`src/rtl/sriov_cap_pkg.sv`:
```
package sriov_cap_pkg;

  // DWORD indices inside the capability window
  localparam logic [3:0] DW_CTRL   = 4'd2;
  localparam logic [3:0] DW_COUNTS = 4'd3;
  localparam logic [3:0] DW_NUMVF  = 4'd4;
  localparam logic [3:0] DW_ROUTE  = 4'd5;
  localparam logic [3:0] DW_DEVID  = 4'd6;
  localparam logic [3:0] DW_SUPPG  = 4'd7;
  localparam logic [3:0] DW_SYSPG  = 4'd8;

  localparam int WINDOW_DWORDS = 16;

  // control field bits
  localparam int BIT_VF_EN  = 0;
  localparam int BIT_VF_MSE = 3;
  localparam int BIT_ARI    = 4;

  localparam logic [31:0] CTRL_WMASK  = 32'h0000_0019;
  localparam logic [31:0] NUMVF_WMASK = 32'h0000_FFFF;
  localparam logic [15:0] PG_MIN_SET  = 16'h0553;
  localparam logic [31:0] SYSPG_RESET = 32'h0000_0001;

  typedef struct packed {
    logic       inWindow;
    logic [3:0] dwIdx;
    logic [3:0] laneEn;
    logic       ctrlTouch;
    logic       numVfTouch;
    logic       sysPgTouch;
    logic       rdStb;
  } accStrobes_t;

  function automatic logic [31:0] mergeLanes(input logic [31:0] oldVal,
                                             input logic [31:0] newVal,
                                             input logic [3:0]  lanes,
                                             input logic [31:0] wmask);
    logic [31:0] res;
    res = oldVal;
    for (int k = 0; k < 4; k++) begin
      if (lanes[k]) begin
        res[8*k +: 8] = (oldVal[8*k +: 8] & ~wmask[8*k +: 8]) |
                        (newVal[8*k +: 8] &  wmask[8*k +: 8]);
      end
    end
    return res;
  endfunction

endpackage

```
`src/rtl/sriov_cap_decode.sv`:
```
module sriov_cap_decode
  import sriov_cap_pkg::*;
#(
  parameter int CAP_BASE = 'h160,
  parameter int ADDR_W   = 12,
  localparam int DW_W    = ADDR_W - 2,
  localparam int BASE_DW = CAP_BASE / 4
) (
  input  logic [DW_W-1:0] dwAddr,
  input  logic            wrEn,
  input  logic            rdEn,
  input  logic [3:0]      byteEn,
  output accStrobes_t     stb
);

  logic [DW_W-1:0] relDw;
  logic            aboveBase;
  logic            inWin;
  logic            lowLanes;
  logic            wrHit;

  assign relDw     = dwAddr - DW_W'(BASE_DW);
  assign aboveBase = (dwAddr >= DW_W'(BASE_DW));
  assign inWin     = aboveBase && (relDw[DW_W-1:4] == '0);
  assign lowLanes  = |byteEn[1:0];
  assign wrHit     = wrEn && inWin && (|byteEn);

  always_comb begin
    stb            = '0;
    stb.inWindow   = inWin;
    stb.dwIdx      = relDw[3:0];
    stb.laneEn     = byteEn;
    stb.rdStb      = rdEn;
    stb.ctrlTouch  = wrHit && (relDw[3:0] == DW_CTRL)  && lowLanes;
    stb.numVfTouch = wrHit && (relDw[3:0] == DW_NUMVF) && lowLanes;
    stb.sysPgTouch = wrHit && (relDw[3:0] == DW_SYSPG);
  end

endmodule

```
`src/rtl/sriov_cap_regs.sv`:
```
module sriov_cap_regs
  import sriov_cap_pkg::*;
#(
  parameter int          TOTAL_VFS    = 8,
  parameter int          INITIAL_VFS  = 8,
  parameter int          VF_OFFSET    = 1,
  parameter int          VF_STRIDE    = 1,
  parameter logic [15:0] VF_DEVICE_ID = 16'hA0F1,
  parameter logic [15:0] OPT_PGSIZE   = 16'h0008,
  localparam logic [31:0] PG_MASK     = {16'h0, PG_MIN_SET | OPT_PGSIZE}
) (
  input  logic                 clk,
  input  logic                 rstN,
  input  accStrobes_t          stb,
  input  logic [31:0]          wrData,
  output logic [31:0]          rdData,
  output logic                 rdValid,
  output logic [TOTAL_VFS-1:0] vfEnable,
  output logic [15:0]          activeVfCount
);

  logic [31:0] ctrlReg, ctrlNext;
  logic [31:0] numVfReg, numVfNext;
  logic [31:0] sysPgReg, sysPgNext;
  logic [31:0] ctrlMerged;
  logic [31:0] readMux;
  logic        countTooBig;

  assign countTooBig = (numVfReg[15:0] > 16'(TOTAL_VFS));
  assign ctrlMerged  = mergeLanes(ctrlReg, wrData, stb.laneEn, CTRL_WMASK);

  // side effects: a control write wins over a count write
  always_comb begin
    ctrlNext  = ctrlReg;
    numVfNext = numVfReg;
    sysPgNext = sysPgReg;
    if (stb.ctrlTouch) begin
      ctrlNext = ctrlMerged;
      if (ctrlMerged[BIT_VF_EN] && countTooBig) begin
        ctrlNext[BIT_VF_EN] = 1'b0;
      end
    end else if (stb.numVfTouch) begin
      numVfNext           = mergeLanes(numVfReg, wrData, stb.laneEn, NUMVF_WMASK);
      ctrlNext[BIT_VF_EN] = 1'b0;
    end
    if (stb.sysPgTouch) begin
      sysPgNext = mergeLanes(sysPgReg, wrData, stb.laneEn, PG_MASK);
    end
  end

  always_ff @(posedge clk) begin
    if (!rstN) begin
      ctrlReg  <= '0;
      numVfReg <= '0;
      sysPgReg <= SYSPG_RESET;
    end else begin
      ctrlReg  <= ctrlNext;
      numVfReg <= numVfNext;
      sysPgReg <= sysPgNext;
    end
  end

  always_comb begin
    readMux = '0;
    if (stb.inWindow) begin
      unique case (stb.dwIdx)
        DW_CTRL:   readMux = ctrlReg;
        DW_COUNTS: readMux = {16'(TOTAL_VFS), 16'(INITIAL_VFS)};
        DW_NUMVF:  readMux = numVfReg;
        DW_ROUTE:  readMux = {16'(VF_STRIDE), 16'(VF_OFFSET)};
        DW_DEVID:  readMux = {VF_DEVICE_ID, 16'h0};
        DW_SUPPG:  readMux = PG_MASK;
        DW_SYSPG:  readMux = sysPgReg;
        default:   readMux = '0;
      endcase
    end
  end

  always_ff @(posedge clk) begin
    if (!rstN) begin
      rdData  <= '0;
      rdValid <= 1'b0;
    end else begin
      rdValid <= stb.rdStb;
      if (stb.rdStb) rdData <= readMux;
    end
  end

  // one enable line per VF, thermometer coded from the count
  for (genvar i = 0; i < TOTAL_VFS; i++) begin : g_vfEn
    assign vfEnable[i] = ctrlReg[BIT_VF_EN] && (numVfReg[15:0] > 16'(i));
  end

  assign activeVfCount = ctrlReg[BIT_VF_EN] ? numVfReg[15:0] : 16'h0;

endmodule

```
`src/rtl/sriov_cap_block.sv`:
```
module sriov_cap_block
  import sriov_cap_pkg::*;
#(
  parameter int          CAP_BASE     = 'h160,
  parameter int          ADDR_W       = 12,
  parameter int          TOTAL_VFS    = 8,
  parameter int          INITIAL_VFS  = 8,
  parameter int          VF_OFFSET    = 1,
  parameter int          VF_STRIDE    = 1,
  parameter logic [15:0] VF_DEVICE_ID = 16'hA0F1,
  parameter logic [15:0] OPT_PGSIZE   = 16'h0008
) (
  input  logic                 clk,
  input  logic                 rstN,
  input  logic [ADDR_W-3:0]    dwAddr,
  input  logic                 wrEn,
  input  logic [31:0]          wrData,
  input  logic [3:0]           byteEn,
  input  logic                 rdEn,
  output logic [31:0]          rdData,
  output logic                 rdValid,
  output logic [TOTAL_VFS-1:0] vfEnable,
  output logic [15:0]          activeVfCount
);

  accStrobes_t stb;

  sriov_cap_decode #(
    .CAP_BASE(CAP_BASE),
    .ADDR_W  (ADDR_W)
  ) uDecode (
    .dwAddr(dwAddr),
    .wrEn  (wrEn),
    .rdEn  (rdEn),
    .byteEn(byteEn),
    .stb   (stb)
  );

  sriov_cap_regs #(
    .TOTAL_VFS   (TOTAL_VFS),
    .INITIAL_VFS (INITIAL_VFS),
    .VF_OFFSET   (VF_OFFSET),
    .VF_STRIDE   (VF_STRIDE),
    .VF_DEVICE_ID(VF_DEVICE_ID),
    .OPT_PGSIZE  (OPT_PGSIZE)
  ) uRegs (
    .clk          (clk),
    .rstN         (rstN),
    .stb          (stb),
    .wrData       (wrData),
    .rdData       (rdData),
    .rdValid      (rdValid),
    .vfEnable     (vfEnable),
    .activeVfCount(activeVfCount)
  );

endmodule

```
`config.mk`:
```
export PLATFORM = sky130hd
export DESIGN_NAME = sriov_cap_block
export DESIGN_NICKNAME = d
export VERILOG_FILES = /design/src/rtl/sriov_cap_pkg.sv /design/src/rtl/sriov_cap_decode.sv /design/src/rtl/sriov_cap_regs.sv /design/src/rtl/sriov_cap_block.sv
export SDC_FILE = /design/constraint.sdc
export NUM_CORES = 1
export LEC_CHECK = 0
export BUFFER_PORTS_ARGS = -buffer_cell sky130_fd_sc_hd__buf_2
export CAP_MARGIN = 20
export CORE_MARGIN = 2
export CORE_UTILIZATION = 40
export CTS_CLUSTER_DIAMETER = 80
export DETAILED_ROUTE_END_ITERATION = 7
export PLACE_DENSITY = 0.75
export SLEW_MARGIN = 20
export SYNTH_ARGS = -nofsm -noshare
export SYNTH_HDL_FRONTEND = slang
export SYNTH_HIERARCHICAL = 1
export SYNTH_SLANG_ARGS = --single-unit
```
`constraint.sdc`:
```
create_clock -name clk -period 2.7 [get_ports clk]
set_clock_uncertainty 0.1 [all_clocks]
set_input_delay 0.54 -clock clk [delete_from_list [all_inputs] [get_ports clk]]
set_output_delay 0.54 -clock clk [all_outputs]
set_load 0.01 [all_outputs]
```
==> metrics.csv, run 1 <==
stage,metric,value,unit
power_and_ir_drop,Reg power frac,0.519,
critical_path,data required time of the worst path,2.06,ns
routing,DR DRC count,0,
timing,slew margin rel.,0.581,
placed_design,DP Worst Slack,-0.0650,ns
timing,"Hold Vio Cnt, Final",0,
power_and_ir_drop,P_int,0.998,mW
critical_path,CP max stage delay,0.36,ns
layout,filler cell count,585,
routing,final wirelength,5950,um
power_and_ir_drop,Pleak,1.32,nW
timing,Final setup viols,0,
logic_synthesis,area of the mapped netlist,2480,um^2
layout,Sequential Area,921,um^2
layout,n_diodes,0,
global_route,first-pass GRT wire length,9510,um
floorplan,chip width,82.7,um
floorplan,Std-Cell Rows,28,
power_and_ir_drop,worst vdd rail ir drop,0.220,mV
global_route,largest net degree at the start of global routing,40,
layout,Area Growth Syn to Fin,19.5,%
clocking,H-tree levels,2,
power_and_ir_drop,Tot Pwr,1.31,mW
timing,total negative setup slack,0,ns
layout,fin util,0.497,
power_and_ir_drop,Clock power frac,0.397,
clocking,hold_buf cts,0,
global_route,Total GRT Usage,0.179,
global_route,initial antenna violation count,0,
logic_synthesis,warnings from Yosys,6,
placed_design,I/O Buffers,82,
routing,Pre-antenna DRT Iters,4,
floorplan,Die Span Y,82.7,um
clocking,TritonCTS Buffers,5,
critical_path,Crit Path Class,reg2out,
routing,Post-DRT Antenna Nets,0,
global_route,vias in the first global route,2025,
power_and_ir_drop,PwrDens,442,nW/um^2
floorplan,number of top-level pins,107,
clocking,clk buf depth,2,
power_and_ir_drop,Net Sw Power,0.311,mW
logic_synthesis,Mapped Cells,307,
critical_path,CP max stage cell,o31ai_2,
logic_synthesis,Mean Syn Cell Area,8.07,um^2
timing,setup slack after layout,0.153,ns
critical_path,"Arr. time, crit path",1.91,ns
timing,RSZ-0062 raised after global routing,false,
power_and_ir_drop,Switching Fraction,0.238,
clocking,CTS Sinks,46,
placed_design,DP Wirelength,4440,um
placed_design,Routability Congestion,0.801,
routing,vias per cell,5.28,
global_route,grt ovf,0,
clocking,"Reg clk slew, reported paths",0.09,ns
critical_path,worst-path cell chain,nor4_1 -> nand3_1 -> o31ai_2 -> nand3b_1 -> buf_2,
timing,final hold slack,0.372,ns
clocking,CTS tree,yes,
timing,Tcrit/Tclk final,0.943,
floorplan,die area,6840,um^2
clocking,Skew-Pair Late Insertion Delay,0.30,ns
layout,combined area of the multi-input logic cells,1320,um^2
routing,routed len/inst,13.3,um
floorplan,core box area,5960,um^2
power_and_ir_drop,logic gate share of total power,0.084,
timing,Worst Tran Pin Value,0.628,ns
hold_path,Hold Crit Class,reg2reg,
critical_path,Crit Path Max Fanout,4,
routing,DRT iter0 DRCs,147,
clocking,CTS root buf,clkbuf_8,
critical_path,crit start category,register,
timing,fmax,393,MHz
run,Max-cap violations,0,
critical_path,Worst setup EP type,output port,
layout,share of post-route cells with drive strength above 1,0.281,
timing,pins over their slew limit,0,
run_status,status,completed,
floorplan,initial core utilization,0.416,
layout,Final nets,424,
routing,routed vias,2370,
timing,Tmin final,2.55,ns
## final cells by class
| cell class | count | share of cell area |
|---|---|---|
| clock inverters | 3 | 0.0152 |
| repair buffers | 90 | 0.159 |
| inverters | 11 | 0.0139 |
| multi-input cells | 219 | 0.446 |
| clock buffers | 5 | 0.0232 |
| well taps | 75 | 0.0317 |
| flip-flops and latches | 46 | 0.311 |
## final timing paths
| kind | from | to | slack (ns) | cells past startpoint |
|---|---|---|---|---|
| hold reg to reg | uRegs/sysPgReg[4]$_SDFFE_PN0P_ | uRegs/sysPgReg[4]$_SDFFE_PN0P_ | 0.37 | 2 |
| setup / recovery | uRegs/numVfReg[8]$_SDFFE_PN0P_ | vfEnable[0] | 0.15 | 5 |
| hold / removal | uRegs/sysPgReg[4]$_SDFFE_PN0P_ | uRegs/sysPgReg[4]$_SDFFE_PN0P_ | 0.37 | 2 |
| setup reg to reg | uRegs/numVfReg[8]$_SDFFE_PN0P_ | uRegs/ctrlReg[0]$_SDFFE_PN0P_ | 1.13 | 4 |
## sequential cells by signal, indices dropped and copies added, names as in the netlist
register        flops
uRegs/rdData       19
uRegs/numVfReg     16
uRegs/rdValid       1
uRegs/sysPgReg      7
uRegs/ctrlReg       3
## stage by stage
| step | cell area [um^2] | instances |
|---|---|---|
| finish | 2960 | 449 |
| global route | 2960 | 449 |
| CTS | 2960 | 449 |
| detailed placement | 2840 | 441 |
| global placement | 2840 | 441 |
| floorplan | 2500 | 314 |
## cell usage in the layout (no fill, tap or decap), types with 7 or more instances in the layout
master	instances
buf_2	82
buf_4	8
nand3_1	27
inv_1	11
nand3b_1	9
nor2b_1	7
conb_1	8
a22o_1	9
nand2_1	44
a21oi_1	9
a21boi_0	28
and2_1	16
dfxtp_1	46
o21ai_0	12
## power by group through the flow
stage / combinational, mW / clock [mW] / sequential, mW
5_1_grt: 0.122 / 0.564 / 0.679
2_1_floorplan: 0.0787 / 0 / 0.695
3_5_place_dp: 0.109 / 0 / 0.695
3_3_place_gp: 0.108 / 0 / 0.695
4_1_cts: 0.110 / 0.530 / 0.679
6_report: 0.110 / 0.520 / 0.679
## worst max-delay path, delay by kind of cell (launching register included)
family	cells	cell delay, ns
AO/OA/AOI/OAI	1	0.36
flip-flops	1	0.35
AND/OR/NAND/NOR	3	0.73
buffers and inverters	1	0.16
## layer usage
| layer | up-vias | part of all wire | global-route usage |
|---|---|---|---|
| li1 | 1179 | - | - |
| met1 | 1113 | 0.44 | 0.232 |
| met2 | 73 | 0.49 | 0.307 |
| met3 | 5 | 0.068 | 0.0348 |
| met4 | 0 | 0.0074 | 0.0393 |
| met5 | - | 0 | 0 |
## what timing repair did
action	in CTS	in global routing
resized for setup	0	2
setup buffers	0	0
setup endpoints to repair	0	4
Power figures use the tool's default switching activity.
==> run 2, diff against run 1 <==
--- a/config.mk
+++ b/config.mk
@@ -8,10 +8,10 @@
 export BUFFER_PORTS_ARGS = -buffer_cell sky130_fd_sc_hd__buf_2
 export CAP_MARGIN = 20
 export CORE_MARGIN = 2
-export CORE_UTILIZATION = 40
+export CORE_UTILIZATION = 48
 export CTS_CLUSTER_DIAMETER = 80
 export DETAILED_ROUTE_END_ITERATION = 7
-export PLACE_DENSITY = 0.75
+export PLACE_DENSITY = 0.86
 export SLEW_MARGIN = 20
 export SYNTH_ARGS = -nofsm -noshare
 export SYNTH_HDL_FRONTEND = slang
==> constraint.sdc (replaced) <==
create_clock -name clk -period 2.5 [get_ports clk]
set_clock_uncertainty 0.1 [all_clocks]
set_input_delay 0.5 -clock clk [delete_from_list [all_inputs] [get_ports clk]]
set_output_delay 0.5 -clock clk [all_outputs]
set_load 0.01 [all_outputs]
==> run 2 against run 1 <==
Sequential power up 8.0%; wire length down 3.1%; first-iteration DRC count up 4.8%; global-route usage up 2.2 points; critical path type unchanged; largest power group unchanged; highest routed layer unchanged.
==> metrics.csv, run 2 (same netlist as run 1, synthesis figures left out) <==
stage,metric,value,unit
global_route,largest net degree at the start of global routing,40,
placed_design,DP Worst Slack,-0.0412,ns
placed_design,I/O Buffers,82,
floorplan,Std-Cell Rows,26,
clocking,Skew-Pair Late Insertion Delay,0.31,ns
critical_path,CP max stage delay,0.36,ns
clocking,CTS Sinks,46,
global_route,grt ovf,0,
clocking,H-tree levels,2,
layout,Final Instance Area,2990,um^2
timing,"Hold Vio Cnt, Final",0,
clocking,CTS root buf,clkbuf_8,
placed_design,# placed instances,439,
layout,share of post-route cells with drive strength above 1,0.296,
timing,slew margin rel.,0.536,
floorplan,initial core utilization,0.492,
floorplan,number of top-level pins,107,
run_status,status,completed,
critical_path,worst path bufs/invs,1,
layout,"commonest non-fill, non-tap cell in the layout",buf_2,
timing,setup slack after layout,0.146,ns
timing,total negative setup slack,0,ns
floorplan,chip width,75.9,um
layout,max reg flops,19,
routing,final wirelength,5770,um
global_route,vias in the first global route,2036,
floorplan,core box area,5040,um^2
critical_path,CP endpoint,vfEnable[0],
layout,filler cell count,452,
clocking,CTS tree,yes,
critical_path,"delay-heaviest family, CP",simple AND/OR/NAND/NOR gates,
timing,Worst Tran Pin Value,0.694,ns
routing,DRT iter0 DRCs,154,
layout,Largest regs,"uRegs/rdData: 19 flops, uRegs/numVfReg: 16 flops, uRegs/sysPgReg: 7 flops",
critical_path,worst r2r path cells,5,
critical_path,RR Endpoint,uRegs/ctrlReg[0]$_SDFFE_PN0P_,
critical_path,Crit Path Max Fanout,4,
layout,n_diodes,0,
clocking,"Reg clk slew, reported paths",0.10,ns
timing,Tcrit/Tclk final,0.942,
timing,fmax,425,MHz
layout,Final nets,428,
critical_path,worst-path cell chain,nor4_2 -> nand3_1 -> o31ai_4 -> nand3b_1 -> buf_2,
critical_path,"Arr. time, crit path",1.75,ns
power_and_ir_drop,PwrDens,443,nW/um^2
timing,RSZ-0062 raised after global routing,false,
critical_path,Worst setup EP type,output port,
placed_design,Routability Congestion,0.829,
floorplan,die area,5750,um^2
critical_path,data required time of the worst path,1.90,ns
hold_path,Hold Crit Class,in2reg,
placed_design,DP Wirelength,4360,um
power_and_ir_drop,Pleak,1.34,nW
clocking,clk buf depth,2,
global_route,Total GRT Usage,0.201,
routing,Post-DRT Antenna Nets,0,
hold_path,HP Start,wrData[13],
critical_path,worst r2r src,uRegs/numVfReg[8]$_SDFFE_PN0P_,
layout,post-layout instance count excluding filler cells,448,
floorplan,Die Span Y,75.9,um
layout,fin util,0.593,
global_route,initial antenna violation count,0,
routing,routed vias,2375,
critical_path,Crit Path Class,reg2out,
critical_path,crit path launch,uRegs/numVfReg[8]$_SDFFE_PN0P_,
clocking,hold_buf cts,0,
critical_path,Crit. path cell count,5,
placed_design,placed cell areas,2860,um^2
critical_path,r2r setup slk,0.85,ns
routing,Pre-antenna DRT Iters,4,
layout,Reg with most FFs,uRegs/rdData,
timing,final hold slack,0.344,ns
run,Max-cap violations,0,
timing,Tmin final,2.35,ns
routing,vias per cell,5.30,
layout,most frequent cells in the layout,"buf_2 (82), dfxtp_1 (46), nand2_1 (44), a21boi_0 (28), nand3_1 (27)",
timing,pins over their slew limit,0,
critical_path,CP max stage cell,dfxtp_1,
critical_path,crit start category,register,
power_and_ir_drop,worst vdd rail ir drop,0.195,mV
routing,routed len/inst,12.9,um
layout,Area Growth Syn to Fin,20.7,%
routing,DR DRC count,0,
timing,Final setup viols,0,
clocking,TritonCTS Buffers,5,
power_and_ir_drop,Tot Pwr,1.33,mW
global_route,first-pass GRT wire length,8970,um
## run 2: changes by cell type in the layout (fill, tap and decap cells not counted), sizes merged
cell,previous run,this run
buf,90,94
bufinv,1,0
clkinv,0,1
clkinvlp,2,1
inv,11,12
## run 2: tightest hold or removal path, delay by kind of cell
kind            cells  cell delay [ns]
buf+inv             1             0.10
compound gates      1             0.06
simple gates        1             0.05
## run 2: worst min path at each step
stage	end	slack (ns)	depth (start not counted)
global placement	uRegs/rdData[7]$_SDFFE_PN0P_	0.36	1
global route	uRegs/numVfReg[7]$_SDFFE_PN0P_	0.34	3
detailed placement	uRegs/sysPgReg[4]$_SDFFE_PN0P_	0.36	2
finish	uRegs/numVfReg[13]$_SDFFE_PN0P_	0.34	3
CTS	uRegs/numVfReg[11]$_SDFFE_PN0P_	0.34	3
floorplan	uRegs/ctrlReg[3]$_SDFFE_PN0P_	0.34	2
## run 2: what timing repair did
action,CTS,global route
pin swaps,0,1
endpoints found under the setup margin,7,7
resized for setup,2,4
buffers inserted,0,1
## run 2: final cells by class
cell class / instances / area (um^2) / area share
inverters: 11 / 41.3 / 0.0138
flip-flops and latches: 46 / 921 / 0.308
multi-input cells: 219 / 1350 / 0.450
clock inverters: 3 / 25.0 / 0.00836
clock buffers: 5 / 68.8 / 0.0230
repair buffers: 94 / 500 / 0.167
well taps: 70 / 87.6 / 0.0293
## run 2: per-layer routing
metal | GRT usage | vias up | part of all wire | wire [um]
li1 | - | 1188 | - | -
met1 | 0.246 | 1086 | 0.43 | 2490
met2 | 0.341 | 87 | 0.49 | 2810
met3 | 0.0542 | 14 | 0.062 | 355
met4 | 0.0682 | 0 | 0.020 | 114
met5 | 0 | - | 0 | 0
## run 2: report_power, final
group / total (mW) / switching [mW] / internal [mW]
registers: 0.733 / 0.000314 / 0.733
logic: 0.120 / 0.0708 / 0.0491
clock network: 0.473 / 0.272 / 0.202
total: 1.33 / 0.343 / 0.984
==> run 3, diff against run 2 <==
--- a/config.mk
+++ b/config.mk
@@ -8,10 +8,11 @@
 export BUFFER_PORTS_ARGS = -buffer_cell sky130_fd_sc_hd__buf_2
 export CAP_MARGIN = 20
 export CORE_MARGIN = 2
-export CORE_UTILIZATION = 48
+export CORE_UTILIZATION = 49
+export CTS_BUF_LIST = sky130_fd_sc_hd__clkbuf_8
 export CTS_CLUSTER_DIAMETER = 80
 export DETAILED_ROUTE_END_ITERATION = 7
-export PLACE_DENSITY = 0.86
+export PLACE_DENSITY = 0.88
 export SLEW_MARGIN = 20
 export SYNTH_ARGS = -nofsm -noshare
 export SYNTH_HDL_FRONTEND = slang
==> run 3 against run 2 <==
Sequential power about the same; critical path depth unchanged; final area up 0.71%; non-clock buffer count up 1; core utilization up 3.6 points; final cell count down 0.45%; worst hold slack better by 0.011 ns; first-iteration DRC count up 18%; global-route usage up 2.2 points; sequential share of layout area down 0.22 points; total power up 2.8%; clock power up 7.2%.
==> metrics.csv, run 3 (same netlist as run 1, synthesis figures left out) <==
stage,metric,value,unit
layout,Final nets,429,
layout,most frequent cells in the layout,"buf_2 (82), dfxtp_1 (46), nand2_1 (44), a21boi_0 (28), nand3_1 (27)",
placed_design,Routability Congestion,0.842,
routing,routed len/inst,13.8,um
layout,Reg with most FFs,uRegs/rdData,
global_route,first-pass GRT wire length,9640,um
timing,pins over their slew limit,0,
routing,routed vias,2431,
floorplan,die area,5640,um^2
routing,vias per cell,5.45,
clocking,H-tree levels,2,
layout,combined area of the multi-input logic cells,1340,um^2
layout,share of post-route cells with drive strength above 1,0.296,
layout,Area Growth Syn to Fin,21.6,%
floorplan,number of top-level pins,107,
global_route,initial antenna violation count,0,
power_and_ir_drop,logic gate share of total power,0.091,
power_and_ir_drop,Net Sw Power,0.328,mW
timing,Tcrit/Tclk final,0.969,
routing,Pre-antenna DRT Iters,4,
critical_path,crit start category,register,
global_route,vias in the first global route,2117,
timing,Tmin final,2.42,ns
layout,max reg flops,19,
timing,"Hold Vio Cnt, Final",0,
placed_design,I/O Buffers,82,
global_route,largest net degree at the start of global routing,40,
power_and_ir_drop,worst vdd rail ir drop,0.314,mV
layout,n_diodes,0,
clocking,"Reg clk slew, reported paths",0.09,ns
critical_path,Worst setup EP type,output port,
routing,DRT iter0 DRCs,181,
placed_design,DP Wirelength,4470,um
hold_path,Hold Crit Class,in2reg,
floorplan,initial core utilization,0.518,
power_and_ir_drop,PwrDens,453,nW/um^2
floorplan,core box area,4790,um^2
clocking,clk buf depth,2,
floorplan,Die Span Y,75.1,um
power_and_ir_drop,Clock power frac,0.372,
timing,fmax,413,MHz
critical_path,Crit Path Class,reg2out,
timing,slew margin rel.,0.554,
layout,"commonest non-fill, non-tap cell in the layout",buf_2,
layout,Sequential Area,921,um^2
run_status,status,completed,
routing,final wirelength,6150,um
timing,RSZ-0062 raised after global routing,true,
clocking,CTS Sinks,46,
clocking,CTS root buf,clkbuf_8,
timing,total negative setup slack,0,ns
power_and_ir_drop,P_int,1.04,mW
critical_path,Crit Path Max Fanout,4,
power_and_ir_drop,Switching Fraction,0.241,
clocking,TritonCTS Buffers,5,
layout,Largest regs,"uRegs/rdData: 19 flops, uRegs/numVfReg: 16 flops, uRegs/sysPgReg: 7 flops",
clocking,Skew-Pair Late Insertion Delay,0.30,ns
global_route,Total GRT Usage,0.224,
global_route,grt ovf,0,
timing,Final setup viols,0,
routing,Post-DRT Antenna Nets,0,
layout,filler cell count,435,
critical_path,"Arr. time, crit path",1.82,ns
critical_path,data required time of the worst path,1.90,ns
routing,DR DRC count,0,
floorplan,chip width,75.1,um
run,Max-cap violations,0,
floorplan,Std-Cell Rows,25,
power_and_ir_drop,Pleak,1.35,nW
timing,Worst Tran Pin Value,0.669,ns
clocking,CTS tree,yes,
timing,final hold slack,0.355,ns
power_and_ir_drop,Reg power frac,0.538,
[run 3: changes by cell type in the layout (fill, tap and decap cells not counted)]
| cell | previous run | this run |
|---|---|---|
| buf_12 | 0 | 1 |
| clkbuf_8 | 5 | 7 |
| clkinvlp_4 | 1 | 0 |
| inv_6 | 1 | 0 |
| nor4_1 | 3 | 4 |
| nor4_2 | 3 | 2 |
[run 3: final timing paths]
check | from | end | slack (ns) | cells after the start
max | uRegs/numVfReg[8]$_SDFFE_PN0P_ | vfEnable[0] | 0.08 | 5
min | wrData[12] | uRegs/numVfReg[12]$_SDFFE_PN0P_ | 0.36 | 3
max reg2reg | uRegs/numVfReg[8]$_SDFFE_PN0P_ | uRegs/ctrlReg[0]$_SDFFE_PN0P_ | 0.79 | 5
min reg2reg | uRegs/rdData[11]$_SDFFE_PN0P_ | uRegs/rdData[11]$_SDFFE_PN0P_ | 0.38 | 1
[run 3: layout make-up]
| type | count | area share |
|---|---|---|
| inverter | 11 | 0.0137 |
| tap | 67 | 0.0278 |
| multi-input combinational | 219 | 0.445 |
| clock inverter | 1 | 0.00291 |
| timing repair buffer | 95 | 0.173 |
| sequential | 46 | 0.306 |
| clock buffer | 7 | 0.0320 |
[run 3: power groups by stage]
stage	Clock [mW]	Combinational (mW)	Sequential, mW
6_report	0.507	0.123	0.733
5_1_grt	0.553	0.135	0.734
4_1_cts	0.522	0.120	0.733
3_5_place_dp	0	0.120	0.751
3_3_place_gp	0	0.118	0.750
2_1_floorplan	0	0.0850	0.751
[run 3: worst max-delay path, stage by stage (launching register included)]
cell,delay [ns]
dfxtp_1,0.35
nor4_1,0.35
nand3_1,0.29
o31ai_4,0.29
nand3b_1,0.10
buf_2,0.15
[run 3: routing by layer]
| layer | track usage | routed length (um) | vias to the layer above |
|---|---|---|---|
| li1 | - | - | 1194 |
| met1 | 0.278 | 2570 | 1137 |
| met2 | 0.372 | 3080 | 91 |
| met3 | 0.0602 | 427 | 9 |
| met4 | 0.0794 | 76 | 0 |
| met5 | 0 | 0 | - |
[run 3: what timing repair did]
item                                    CTS  global route
pin swaps                                 0             1
endpoints found under the setup margin    3            12
hold buffers                              0             0
setup buffers                             0             1
resized for setup                         2             3
[run 3: stage by stage]
| step | instance area (um^2) | cells | util | setup WS [ns] | power, mW |
|---|---|---|---|---|---|
| floorplan | 2500 | 314 | - | 0.0462 | 0.836 |
| global placement | 2880 | 437 | 0.601 | 0.0000639 | 0.868 |
| detailed placement | 2880 | 437 | 0.601 | -0.132 | 0.870 |
| CTS | 2990 | 445 | 0.624 | 0.0486 | 1.38 |
| global route | 3010 | 446 | 0.630 | -0.0368 | 1.42 |
| finish | 3010 | 446 | 0.630 | 0.0776 | 1.36 |
